`config.mk`:
```
export PLATFORM = sky130hd
export DESIGN_NAME = pbl_unit
export DESIGN_NICKNAME = d
export VERILOG_FILES = /design/src/rtl/pbl_pkg.sv /design/src/rtl/pbl_decode.sv /design/src/rtl/pbl_seg_exec.sv /design/src/rtl/pbl_breg.sv /design/src/rtl/pbl_unit.sv
export SDC_FILE = /design/constraint.sdc
export NUM_CORES = 1
export LEC_CHECK = 0
export ABC_CLOCK_PERIOD_IN_PS = 3150
export BUFFER_PORTS_ARGS = -buffer_cell sky130_fd_sc_hd__buf_2
export CAP_MARGIN = 20
export CORE_MARGIN = 8
export CORE_UTILIZATION = 35
export CTS_CLUSTER_SIZE = 30
export DETAILED_ROUTE_END_ITERATION = 7
export MAX_ROUTING_LAYER = met4
export PLACE_DENSITY = 0.7
export SLEW_MARGIN = 40
export SYNTH_ARGS = -nofsm -noshare
export SYNTH_HDL_FRONTEND = slang
export SYNTH_HIERARCHICAL = 1
export SYNTH_SLANG_ARGS = --single-unit
```
`constraint.sdc`:
```
create_clock -name clk -period 3.15 [get_ports clk]
set_input_delay 0.315 -clock clk [delete_from_list [all_inputs] [get_ports clk]]
set_output_delay 0.315 -clock clk [all_outputs]
set_load 0.05 [all_outputs]
```
`src/rtl/pbl_pkg.sv`:
```
package pbl_pkg;

  localparam int PBL_REG_W    = 16;
  localparam int PBL_SEG_W    = 4;
  localparam int PBL_NUM_REGS = 2;
  localparam int PBL_TT_SIZE  = 4;                // entries per truth table
  localparam int PBL_FUNC_W   = 2 * PBL_TT_SIZE;  // two outputs

  // Evaluate the two-output gate: upper half drives output A, lower half B.
  function automatic logic [1:0] gate_eval(input logic [PBL_FUNC_W-1:0] fn,
                                           input logic a, input logic b);
    logic [1:0] idx;
    logic [1:0] res;
    idx    = {a, b};
    res[1] = fn[PBL_TT_SIZE + int'(idx)];
    res[0] = fn[int'(idx)];
    return res;
  endfunction

endpackage

```
`src/rtl/pbl_decode.sv`:
```
module pbl_decode #(
  parameter int REG_SEL_W = 1,
  parameter int SEG_SEL_W = 2,
  parameter int BIT_SEL_W = 2,
  parameter int FUNC_W    = 8,
  localparam int INSTR_W  = REG_SEL_W + SEG_SEL_W + 5 * BIT_SEL_W + FUNC_W
) (
  input  logic [INSTR_W-1:0]   instr,
  output logic [REG_SEL_W-1:0] reg_sel,
  output logic [SEG_SEL_W-1:0] seg_sel,
  output logic [BIT_SEL_W-1:0] pred_sel,
  output logic [BIT_SEL_W-1:0] src_a,
  output logic [BIT_SEL_W-1:0] src_b,
  output logic [FUNC_W-1:0]    func,
  output logic [BIT_SEL_W-1:0] dst_a,
  output logic [BIT_SEL_W-1:0] dst_b
);
  // Field layout, most significant first: reg, seg, pred, srcA, srcB, func, dstA, dstB
  localparam int DB_LO  = 0;
  localparam int DA_LO  = DB_LO + BIT_SEL_W;
  localparam int FN_LO  = DA_LO + BIT_SEL_W;
  localparam int SB_LO  = FN_LO + FUNC_W;
  localparam int SA_LO  = SB_LO + BIT_SEL_W;
  localparam int PR_LO  = SA_LO + BIT_SEL_W;
  localparam int SG_LO  = PR_LO + BIT_SEL_W;
  localparam int RS_LO  = SG_LO + SEG_SEL_W;

  assign dst_b    = instr[DB_LO +: BIT_SEL_W];
  assign dst_a    = instr[DA_LO +: BIT_SEL_W];
  assign func     = instr[FN_LO +: FUNC_W];
  assign src_b    = instr[SB_LO +: BIT_SEL_W];
  assign src_a    = instr[SA_LO +: BIT_SEL_W];
  assign pred_sel = instr[PR_LO +: BIT_SEL_W];
  assign seg_sel  = instr[SG_LO +: SEG_SEL_W];
  assign reg_sel  = instr[RS_LO +: REG_SEL_W];
endmodule

```
`src/rtl/pbl_seg_exec.sv`:
```
module pbl_seg_exec
  import pbl_pkg::*;
#(
  parameter int SEG_W     = 4,
  localparam int BIT_SEL_W = $clog2(SEG_W)
) (
  input  logic [SEG_W-1:0]      seg_old,
  input  logic [BIT_SEL_W-1:0]  pred_sel,
  input  logic [BIT_SEL_W-1:0]  src_a,
  input  logic [BIT_SEL_W-1:0]  src_b,
  input  logic [PBL_FUNC_W-1:0] func,
  input  logic [BIT_SEL_W-1:0]  dst_a,
  input  logic [BIT_SEL_W-1:0]  dst_b,
  output logic                  pred_ok,
  output logic [SEG_W-1:0]      seg_new
);
  logic [1:0] gate_out;

  assign pred_ok  = seg_old[pred_sel];
  // Sources come from the pre-edge segment value.
  assign gate_out = gate_eval(func, seg_old[src_a], seg_old[src_b]);

  always_comb begin
    seg_new        = seg_old;
    seg_new[dst_b] = gate_out[0];
    seg_new[dst_a] = gate_out[1];   // later assignment: A wins on alias
  end
endmodule

```
`src/rtl/pbl_breg.sv`:
```
module pbl_breg #(
  parameter int REG_W = 16,
  parameter int SEG_W = 4,
  localparam int SEG_SEL_W = $clog2(REG_W / SEG_W)
) (
  input  logic                 clk,
  input  logic                 rst_n,
  input  logic                 load_en,
  input  logic [REG_W-1:0]     load_data,
  input  logic                 wr_en,
  input  logic [SEG_SEL_W-1:0] wr_seg,
  input  logic [SEG_W-1:0]     wr_val,
  output logic [REG_W-1:0]     q
);
  always_ff @(posedge clk) begin
    if (!rst_n) begin
      q <= '0;
    end else if (load_en) begin
      q <= load_data;
    end else if (wr_en) begin
      q[int'(wr_seg) * SEG_W +: SEG_W] <= wr_val;
    end
  end
endmodule

```
`src/rtl/pbl_unit.sv`:
```
module pbl_unit
  import pbl_pkg::*;
#(
  parameter int REG_W    = PBL_REG_W,
  parameter int SEG_W    = PBL_SEG_W,
  parameter int NUM_REGS = PBL_NUM_REGS,
  localparam int NUM_SEGS  = REG_W / SEG_W,
  localparam int REG_SEL_W = (NUM_REGS > 1) ? $clog2(NUM_REGS) : 1,
  localparam int SEG_SEL_W = $clog2(NUM_SEGS),
  localparam int BIT_SEL_W = $clog2(SEG_W),
  localparam int INSTR_W   = REG_SEL_W + SEG_SEL_W + 5 * BIT_SEL_W + PBL_FUNC_W,
  localparam int FLAT_W    = NUM_REGS * REG_W
) (
  input  logic               clk,
  input  logic               rst_n,
  input  logic               instr_valid,
  input  logic [INSTR_W-1:0] instr,
  input  logic [NUM_REGS-1:0] load_en,
  input  logic [FLAT_W-1:0]  load_data,
  output logic [FLAT_W-1:0]  breg_q
);
  logic [REG_SEL_W-1:0]  reg_sel;
  logic [SEG_SEL_W-1:0]  seg_sel;
  logic [BIT_SEL_W-1:0]  pred_sel, src_a, src_b, dst_a, dst_b;
  logic [PBL_FUNC_W-1:0] func;

  logic [REG_W-1:0]      regs [NUM_REGS];
  logic [REG_W-1:0]      reg_cur;
  logic [SEG_W-1:0]      seg_old, seg_new;
  logic                  reg_sel_ok;
  logic                  pred_ok;
  logic                  instr_fire;   // event: predicated write takes place
  logic [NUM_REGS-1:0]   wr_hit;
  logic [FLAT_W-1:0]     seg_mask;     // event: bits the instruction may touch

  pbl_decode #(
    .REG_SEL_W(REG_SEL_W), .SEG_SEL_W(SEG_SEL_W),
    .BIT_SEL_W(BIT_SEL_W), .FUNC_W(PBL_FUNC_W)
  ) i_decode (
    .instr(instr), .reg_sel(reg_sel), .seg_sel(seg_sel), .pred_sel(pred_sel),
    .src_a(src_a), .src_b(src_b), .func(func), .dst_a(dst_a), .dst_b(dst_b)
  );

  assign reg_sel_ok = (int'(reg_sel) < NUM_REGS);

  always_comb begin
    reg_cur = '0;
    for (int r = 0; r < NUM_REGS; r++) begin
      if (int'(reg_sel) == r) reg_cur = regs[r];
    end
  end

  assign seg_old = reg_cur[int'(seg_sel) * SEG_W +: SEG_W];

  pbl_seg_exec #(.SEG_W(SEG_W)) i_exec (
    .seg_old(seg_old), .pred_sel(pred_sel), .src_a(src_a), .src_b(src_b),
    .func(func), .dst_a(dst_a), .dst_b(dst_b),
    .pred_ok(pred_ok), .seg_new(seg_new)
  );

  assign instr_fire = instr_valid & reg_sel_ok & pred_ok;

  always_comb begin
    seg_mask = '0;
    if (instr_fire)
      seg_mask[int'(reg_sel) * REG_W + int'(seg_sel) * SEG_W +: SEG_W] = '1;
  end

  for (genvar r = 0; r < NUM_REGS; r++) begin : g_reg
    assign wr_hit[r] = instr_fire && (int'(reg_sel) == r);

    pbl_breg #(.REG_W(REG_W), .SEG_W(SEG_W)) i_breg (
      .clk(clk), .rst_n(rst_n),
      .load_en(load_en[r]), .load_data(load_data[r*REG_W +: REG_W]),
      .wr_en(wr_hit[r]), .wr_seg(seg_sel), .wr_val(seg_new),
      .q(regs[r])
    );

    assign breg_q[r*REG_W +: REG_W] = regs[r];
  end
endmodule

```
* Word-level counts from Yosys, hierarchy flattened *
Index checks and enable logic that the tools add are counted.

storage, ports and cells
  register bits after elaboration = 32
  input port bits = 58
  output and inout port bits = 32
  logic and storage cells = 48

cells by class
  add/subtract/negate cells = 2
  magnitude comparators = 9
  shift-type cells = 3
  mux-type cells = 24
  bitwise logic cells = 2
  reductions and logical operators = 6

operator list
  cell                                                         number
  two-way mux 16 bit                                           5
  negator 4 -> 33 bit                                          1
  variable shift 4 x 33 -> 16 bit, first input constant        1
  indexed part select 4 x 33 -> 16 bit                         1
  bitwise mux 16 bit                                           2
  less-than comparator 32 x 5 -> 1 bit, second input constant  1
  indexed part select 16 x 5 -> 4 bit                          1
  less-than comparator 2 x 3 -> 1 bit, second input constant   5
  binary-select mux 1 bit (select 2 bit)                       4
  bitwise mux 4 bit                                            2
  two-way mux 1 bit                                            8
  adder 3 x 2 -> 4 bit, first input constant                   1
  demux 1 bit (select 2 bit)                                   2
  >= comparator 2 x 1 -> 1 bit, second input constant          2
  logical AND 1 bit                                            4
  less-than comparator 2 x 4 -> 1 bit, second input constant   1
  nonzero test 2 bit                                           2
  binary-select mux 1 bit (select 3 bit)                       1
  bitwise AND 1 bit                                            1
  NOT 1 bit                                                    1

* Logic depth before layout (Yosys ltp) *
Gate-level depths: netlist of run 1.

  depth in word-level cells = 13
  depth in mapped cells = 10
  mapped depth without buffers = 8

* Hierarchy *
Netlist of run 1, hierarchy kept.

by module, submodules not included
  module                       instances  cells an instance  area each (um^2)  seq. area each (um^2)
  pbl_breg at g_reg[0].i_breg  1          96                 852.1             320.3
  pbl_breg at g_reg[1].i_breg  1          95                 847.1             320.3
  pbl_unit                     1          17                 285.3             0.0
  pbl_seg_exec                 1          33                 279.0             0.0
  pbl_decode                   1          21                 157.7             0.0

* Worst setup path before layout of run 1 *
Ideal clock, no wire load.

  path type = input to register
  start point = input instr[20]
  end point = register g_reg[0].i_breg.q[10]
  setup time = 75 ps
  arrival = 3,018 ps
  data required time = 3,075 ps
  path slack = 57 ps
  stages = 10
  buffers on the path = 2
  cell sequence = buf_4 buf_6 mux4_1 mux2_2 mux4_2 mux2i_1 or3_2 a32oi_1 nand2_1 o22ai_1

between the ends
  longest elaborated chain between the ends = 13
  elaborated cells on any way between the ends = 24
  those cells by class = add/sub: 1; shift: 2; mux: 17; bitwise: 2; reduce/logical: 2

RTL lines
  item                                                   RTL line            RTL
  from (decl)                                            pbl_unit.sv:17      input logic [INSTR_W-1:0] instr,
  two-way mux 16 bit *                                   pbl_unit.sv:49      if (int'(reg_sel) == r) reg_cur = regs[r];
  indexed part select 16 x 5 -> 4 bit *                  pbl_unit.sv:53      assign seg_old = reg_cur[int'(seg_sel) * SEG_W +: SEG_W];
  via seg_old[3]                                         pbl_unit.sv:29      logic [SEG_W-1:0] seg_old, seg_new;
  binary-select mux 1 bit (select 2 bit)                 pbl_seg_exec.sv:21  assign gate_out = gate_eval(func, seg_old[src_a], seg_old[src_b]);
  two-way mux 1 bit (implied by the code)                pbl_seg_exec.sv:21
  adder 3 x 2 -> 4 bit                                   pbl_pkg.sv:15       res[1] = fn[PBL_TT_SIZE + int'(idx)];
  binary-select mux 1 bit (select 3 bit)                 pbl_pkg.sv:15
  two-way mux 1 bit (implied by the code) (2 in series)  pbl_pkg.sv:15
  bitwise mux 4 bit *                                    pbl_seg_exec.sv:26  seg_new[dst_a] = gate_out[1];
  via seg_new[2]                                         pbl_unit.sv:29
  indexed part select 4 x 33 -> 16 bit *                 pbl_breg.sv:21      q[int'(wr_seg) * SEG_W +: SEG_W] <= wr_val;
  bitwise mux 16 bit *                                   pbl_breg.sv:21
  two-way mux 16 bit *                                   pbl_breg.sv:20      end else if (wr_en) begin
  two-way mux 16 bit *                                   pbl_breg.sv:18      end else if (load_en) begin
  to (signal assigned)                                   pbl_breg.sv:19      q <= load_data;
  to (signal, indexed assignment)                        pbl_breg.sv:21
  to (decl)                                              pbl_breg.sv:13      output logic [REG_W-1:0] q

The timed path passes the listed nets; every way through them passes the cells marked *. The select of a mux whose other input is x is not followed.
A chain may end at the register's enable or synchronous reset.

* Final worst setup path of run 1 *
  start point = register g_reg[0].i_breg.q[8]
  end point = register g_reg[0].i_breg.q[0]

between the ends
  longest elaborated chain between the ends = 13
  elaborated cells on any way between the ends = 23
  those cells by class = add/sub: 1; shift: 2; mux: 17; bitwise: 1; reduce/logical: 2

RTL lines
  item                                                   RTL line
  two-way mux 16 bit *                                   pbl_unit.sv:49
  indexed part select 16 x 5 -> 4 bit *                  pbl_unit.sv:53
  via seg_old[0]                                         pbl_unit.sv:29
  binary-select mux 1 bit (select 2 bit)                 pbl_seg_exec.sv:21
  two-way mux 1 bit (implied by the code)                pbl_seg_exec.sv:21
  adder 3 x 2 -> 4 bit                                   pbl_pkg.sv:15
  binary-select mux 1 bit (select 3 bit)                 pbl_pkg.sv:15
  two-way mux 1 bit (implied by the code) (2 in series)  pbl_pkg.sv:15
  bitwise mux 4 bit *                                    pbl_seg_exec.sv:26
  via seg_new[0]                                         pbl_unit.sv:29
  indexed part select 4 x 33 -> 16 bit *                 pbl_breg.sv:21
  bitwise mux 16 bit *                                   pbl_breg.sv:21
  two-way mux 16 bit *                                   pbl_breg.sv:20
  two-way mux 16 bit *                                   pbl_breg.sv:18

Marks and branches as above.

==> flow_summary.toml, run 1 <==
[run_status]
status = "completed"

[grt]
grt_usage = 0.158
grt_antenna_before_repair = 0
grt_pass1_vias = 2365
overflow = 0
grt_pass1_wl_um = 12100
grt_max_degree = 33

[setup_path]
crit_fanout = 4
cp_num_buf_inv = 1
critical-path-max-stage-delay_ns = 0.52
startpoint_type = "flop"
regToRegSetupSlack_ns = 0.05
worstPathArrival_ns = 3.31
crit_chain = "mux4_2, mux2_4, mux4_2, mux2i_4, or4_4, a32oi_2, buf_4, nand4_1, a31oi_1"
crit_path_frequent_cell = "mux4_2"
critPathSlowestCell = "mux4_2"
required_ns = 3.36
endpoint_kind = "flop"
crit_type = "reg2reg"
worstReg2RegEnd = "g_reg[0].i_breg/q[0]"
reg2reg_from = "g_reg[0].i_breg/q[8]"
cp_top_family = "multiplexers"
r2r_cells = 9

[sta]
clock-skew-final_ns = 0.00277
worst_slack_ns = 0.0471
drv_slew = 0
period_needed_ns = 3.10
rsz0062_at_grt = "true"
worstMarginPinSlew_ns = 0.530
hold_viol_final = 0
fin_crit_sh = 0.985
slew-limit-headroom = 0.647
setup_violations = 0
timing.fmax_mhz = 322

[pwr]
pwr_density_cell_nw_per_um2 = 406
leakage_nw = 1.27
peakVddDrop_uv = 212
switching_power_w = 0.000408
sw_frac_of_total = 0.344
intPower_w = 0.000778
p_clk_frac = 0.293
p_seq_frac = 0.382
p_comb_frac = 0.325

[route]
wl_per_cell_um = 19.1
wl_met2_um = 3650
routed_wl_um = 7940
wl_met3_um = 668
dr.pass1.iters = 5
detail-route-antenna-nets = 0
drc = 0
vias = 2409
top_layer = "met4"
drt_iter0_markers = 166
viasPerCell = 5.80
wl_met1_um = 3530

[cts]
cts.root.buffer_cell = "clkbuf_8"
insertion_delay_ns = 0.28
numCtsBuffers = 5
postCtsSetupBuffers = 0
cts.hold.buffers_added = 0
cts_tree = "yes"
cts_max_level = 2
clock-sinks = 32
clk_path_buf_depth = 2
clk_pin_slew_worst_paths_ns = 0.07

[min_path]
hold_start = "load_data[18]"
hold_path_class = "in2reg"
hold_end = "g_reg[1].i_breg/q[2]"
whs_path_depth = 3

[yosys]
synth_edf_count = 0
yosys.cell_types.count = 36
ys_seq_elements = 32
syn_inst = 262
yosysSeqAreaShare = 0.265
async_flop_share = 0
synth_fp_nets = 330
syn_area_per_cell_um2 = 9.24
netlist_area_um2 = 2420
yosysWarnings = 6
synthFlopType = "dfxtp_1"

[floorplan]
initial_core_util = 0.358
die_h_um = 99.2
core_area_um2 = 6760
io-pin-count = 90
die_area_um2 = 9830
num_rows = 30
die_x_um = 99.2

[finish]
regMostFlops = "g.i_breg/q"
largest_reg_flops = 32
reg_top3 = "g.i_breg/q: 32 flops"
drive_gt1_frac = 0.424
seq_area_um2 = 649
diodes = 0
multi_input_area_um2 = 1530
fillers = 686
areaGrowthSynthToFinish_pct = 20.7
final_nets = 403
fin_util = 0.432

[placed_design]
place_hpwl_um = 6180
place_congestion = 0.865
portBuffers = 89
dp_slack_ns = -0.242

[job]
max-cap-violations = 0
through the flow:
stage | area [µm²] | cells | power, W | hold WS, ns | setup TNS [ns]
after detailed placement | 2780 | 408 | 0.000825 | 0.549 | -4.49
after floorplan | 2420 | 262 | 0.000721 | 0.476 | 0
final | 2920 | 415 | 0.00119 | 0.286 | 0
after global routing | 2920 | 415 | 0.00124 | 0.290 | -0.0391
after CTS | 2880 | 415 | 0.00117 | 0.281 | 0
after global placement | 2780 | 408 | 0.000820 | 0.554 | -2.30
worst reg2reg max path, stage by stage, from the launching register on:
cell and delay (ns):
dfxtp_1 0.35, mux4_2 0.49, mux2_4 0.30, mux4_2 0.52, mux2i_4 0.22, or4_4 0.43
a32oi_2 0.24, buf_4 0.18, nand4_1 0.11, a31oi_1 0.19
synth_stat cells, types with 3 or more instances:
library cell	instances	area (µm²)
o21ai_0	8	40.0
or3_4	4	45.0
dfxtp_1	32	641
buf_6	5	56.3
ha_1	10	125
nand4_1	9	56.3
nor2b_1	27	169
a22oi_1	24	180
clkbuf_1	3	11.3
nand2_1	24	90.1
mux4_2	3	67.6
a31oi_1	8	50.1
a32oi_1	4	35.0
inv_1	6	22.5
mux2i_1	3	30.0
a21oi_1	3	15.0
mux4_1	8	210
mux2_2	6	67.6
nor2_1	7	26.3
buf_4	21	158
o22ai_1	24	150
cells in the final DEF (no fill, tap or decap), types with 3 or more instances in the layout:
master	netlist	layout
mux4_2	3	9
inv_1	6	6
mux2_4	0	4
nand2_1	24	24
dfxtp_2	0	7
ha_1	10	10
dfxtp_1	32	25
or3_4	4	4
clkbuf_8	0	7
nor2_1	7	7
o22ai_1	24	23
buf_2	2	88
buf_4	21	10
a31oi_1	8	8
a22oi_1	24	24
nor2b_1	27	27
o21ai_0	8	8
a21oi_1	3	3
nand4_1	9	9
routing by layer:
layer	global-route usage	vias to the layer above
met1	0.198	1149
met2	0.248	125
met3	0.0398	12
met5	-	-
met4	0.0384	0
li1	-	1123
how the worst max path moves through the flow:
stage	slack [ns]	from	cells past startpoint	endpoint
2_1_floorplan	0.06	instr[20]	10	g_reg[0].i_breg/q[10]
3_3_place_gp	-0.18	instr[20]	10	g_reg[0].i_breg/q[8]
3_5_place_dp	-0.24	instr[20]	10	g_reg[1].i_breg/q[4]
4_1_cts	0.04	g_reg[0].i_breg/q[8]	9	g_reg[1].i_breg/q[8]
5_1_grt	-0.01	g_reg[1].i_breg/q[4]	9	g_reg[1].i_breg/q[4]
6_report	0.05	g_reg[0].i_breg/q[8]	9	g_reg[0].i_breg/q[0]
logic make-up (layout without fill, tap and decap cells):
group / after synthesis / in the layout / synth area share
buf+inv: 39 / 112 / 0.116
compound gates: 73 / 73 / 0.202
simple gates: 88 / 88 / 0.211
flops: 32 / 32 / 0.265
fa+ha+maj: 10 / 10 / 0.0517
mux: 20 / 20 / 0.155
power by group through the flow:
stage          clock (W)  sequential, W  combinational (W)
2_1_floorplan          0       0.000532           0.000188
3_3_place_gp           0       0.000460           0.000360
3_5_place_dp           0       0.000459           0.000366
4_1_cts         0.000353       0.000450           0.000368
5_1_grt         0.000369       0.000454           0.000412
6_report        0.000347       0.000453           0.000386
final cells by class:
cell class | instances | share of cell area
flip-flops and latches | 32 | 0.222
clock buffers | 7 | 0.0330
well taps | 80 | 0.0343
inverters | 6 | 0.00771
repair buffers | 99 | 0.179
multi-input cells | 191 | 0.524
timing repair:
item | in CTS | in global routing
resized for setup | 0 | 24
endpoints found under the setup margin | 0 | 17
endpoints found under the hold margin | 0 | 0
Power figures use the tool's default switching activity.
==> run 2, diff against run 1 <==
--- a/config.mk
+++ b/config.mk
@@ -13,5 +13,4 @@
 export CTS_CLUSTER_SIZE = 30
 export DETAILED_ROUTE_END_ITERATION = 7
-export MAX_ROUTING_LAYER = met4
 export PLACE_DENSITY = 0.7
 export SLEW_MARGIN = 40
==> constraint.sdc (replaced) <==
create_clock -name clk -period 3.15 [get_ports clk]
set_input_delay 0.315 -clock clk [delete_from_list [all_inputs] [get_ports clk]]
set_output_delay 0.315 -clock clk [all_outputs]
set_load 0.005 [all_outputs]
==> run 2 against run 1 <==
- design area did not move
- flip-flop and latch count is the same
- global-route usage fell by 0.47 points
- die area is the same
- power shrank 6.8%
- critical path type unchanged
- sequential power about the same
- clock skew down 0.00064 ns
==> flow_summary.toml, run 2 (synthesis results as in run 1) <==
[run_status]
status = "completed"

[grt]
grt_pass1_wl_um = 12000
grt_pass1_vias = 2373
grt_max_degree = 33
grt_antenna_before_repair = 0
grt_usage = 0.153
overflow = 0

[setup_path]
startpoint_type = "flop"
worstPathArrival_ns = 3.30
required_ns = 3.36
crit_type = "reg2reg"
endpoint_kind = "flop"
crit_fanout = 4

[sta]
timing.fmax_mhz = 324
fin_crit_sh = 0.980
slew-limit-headroom = 0.649
worstMarginPinSlew_ns = 0.527
rsz0062_at_grt = "true"
timing.setup.tns_ns = 0
hold_viol_final = 0
period_needed_ns = 3.09
worst_slack_ns = 0.0630
clock-skew-final_ns = 0.00212
setup_violations = 0
drv_slew = 0

[finish]
regMostFlops = "g.i_breg/q"
drive_gt1_frac = 0.424
fin_util = 0.432
seq_area_um2 = 649
multi_input_area_um2 = 1530
reg_top3 = "g.i_breg/q: 32 flops"
largest_reg_flops = 32
mostFrequentLayoutCell = "buf_2"
areaGrowthSynthToFinish_pct = 20.7
final_nets = 403
layout_common_cells = "buf_2 (88), nor2b_1 (27), dfxtp_1 (25)"
fin_cells = 415
diodes = 0
fillers = 686

[route]
viasPerCell = 5.67
drc = 0
routed_wl_um = 7930
drt_iter0_markers = 162
dr.pass1.iters = 4
wl_per_cell_um = 19.1
vias = 2353
detail-route-antenna-nets = 0

[placed_design]
dp_slack_ns = -0.242
place_hpwl_um = 6180
place_inst = 408
portBuffers = 89
place_congestion = 0.852

[cts]
cts.root.buffer_cell = "clkbuf_8"
insertion_delay_ns = 0.28
clock-sinks = 32
cts_tree = "yes"
cts_max_level = 2
numCtsBuffers = 5
clk_pin_slew_worst_paths_ns = 0.07
clk_path_buf_depth = 2

[floorplan]
die_x_um = 99.2
num_rows = 30
core_area_um2 = 6760
die_h_um = 99.2
initial_core_util = 0.358
io-pin-count = 90
die_area_um2 = 9830

[pwr]
peakVddDrop_uv = 202
leakage_nw = 1.27
pwr_density_cell_nw_per_um2 = 379
finalPower_w = 0.00111

[min_path]
hold_path_class = "in2reg"

[job]
max-cap-violations = 0
-- run 2: path summary, 6_finish.rpt --
check	endpoint	slack, ns	startpoint	cells after the start
setup / recovery	g_reg[0].i_breg/q[0]	0.06	g_reg[0].i_breg/q[8]	9
hold / removal	g_reg[1].i_breg/q[3]	0.28	load_data[19]	3
setup reg to reg	g_reg[0].i_breg/q[0]	0.06	g_reg[0].i_breg/q[8]	9
hold reg to reg	g_reg[1].i_breg/q[3]	0.57	g_reg[1].i_breg/q[3]	2
-- run 2: report_power, final --
| group | internal, W | switching [W] |
|---|---|---|
| Combinational | 0.000153 | 0.000151 |
| Sequential | 0.000430 | 0.0000234 |
| Clock | 0.000195 | 0.000154 |
-- run 2: per-stage QoR --
step	hold WS [ns]	area (µm²)
2_1_floorplan	0.476	2420
3_3_place_gp	0.554	2780
3_5_place_dp	0.549	2780
4_1_cts	0.281	2880
5_1_grt	0.290	2920
6_report	0.283	2920
-- run 2: final cells by class --
| class | count | area share |
|---|---|---|
| sequential | 32 | 0.222 |
| timing repair buffer | 99 | 0.179 |
| multi-input combinational | 191 | 0.524 |
| tap | 80 | 0.0343 |
| inverter | 6 | 0.00771 |
| clock buffer | 7 | 0.0330 |
-- run 2: timing repair --
| action | CTS | global route |
|---|---|---|
| endpoints found under the setup margin | 0 | 17 |
| buffers inserted | 0 | 0 |
| gates resized for setup | 0 | 24 |
| hold buffers | 0 | 0 |
-- run 2: worst max-delay path, stage by stage, from the launching register on --
cell,delay [ns]
dfxtp_1,0.35
mux4_2,0.49
mux2_4,0.31
mux4_2,0.52
mux2i_4,0.22
or4_4,0.43
a32oi_2,0.23
buf_4,0.18
nand4_1,0.10
a31oi_1,0.18
-- run 2: routing by layer --
metal | vias up | global-route usage | share of wire
met4 | 0 | 0.0396 | 0.010
met3 | 11 | 0.0524 | 0.098
li1 | 1118 | - | -
met1 | 1115 | 0.189 | 0.43
met2 | 109 | 0.248 | 0.47
met5 | - | 0 | 0
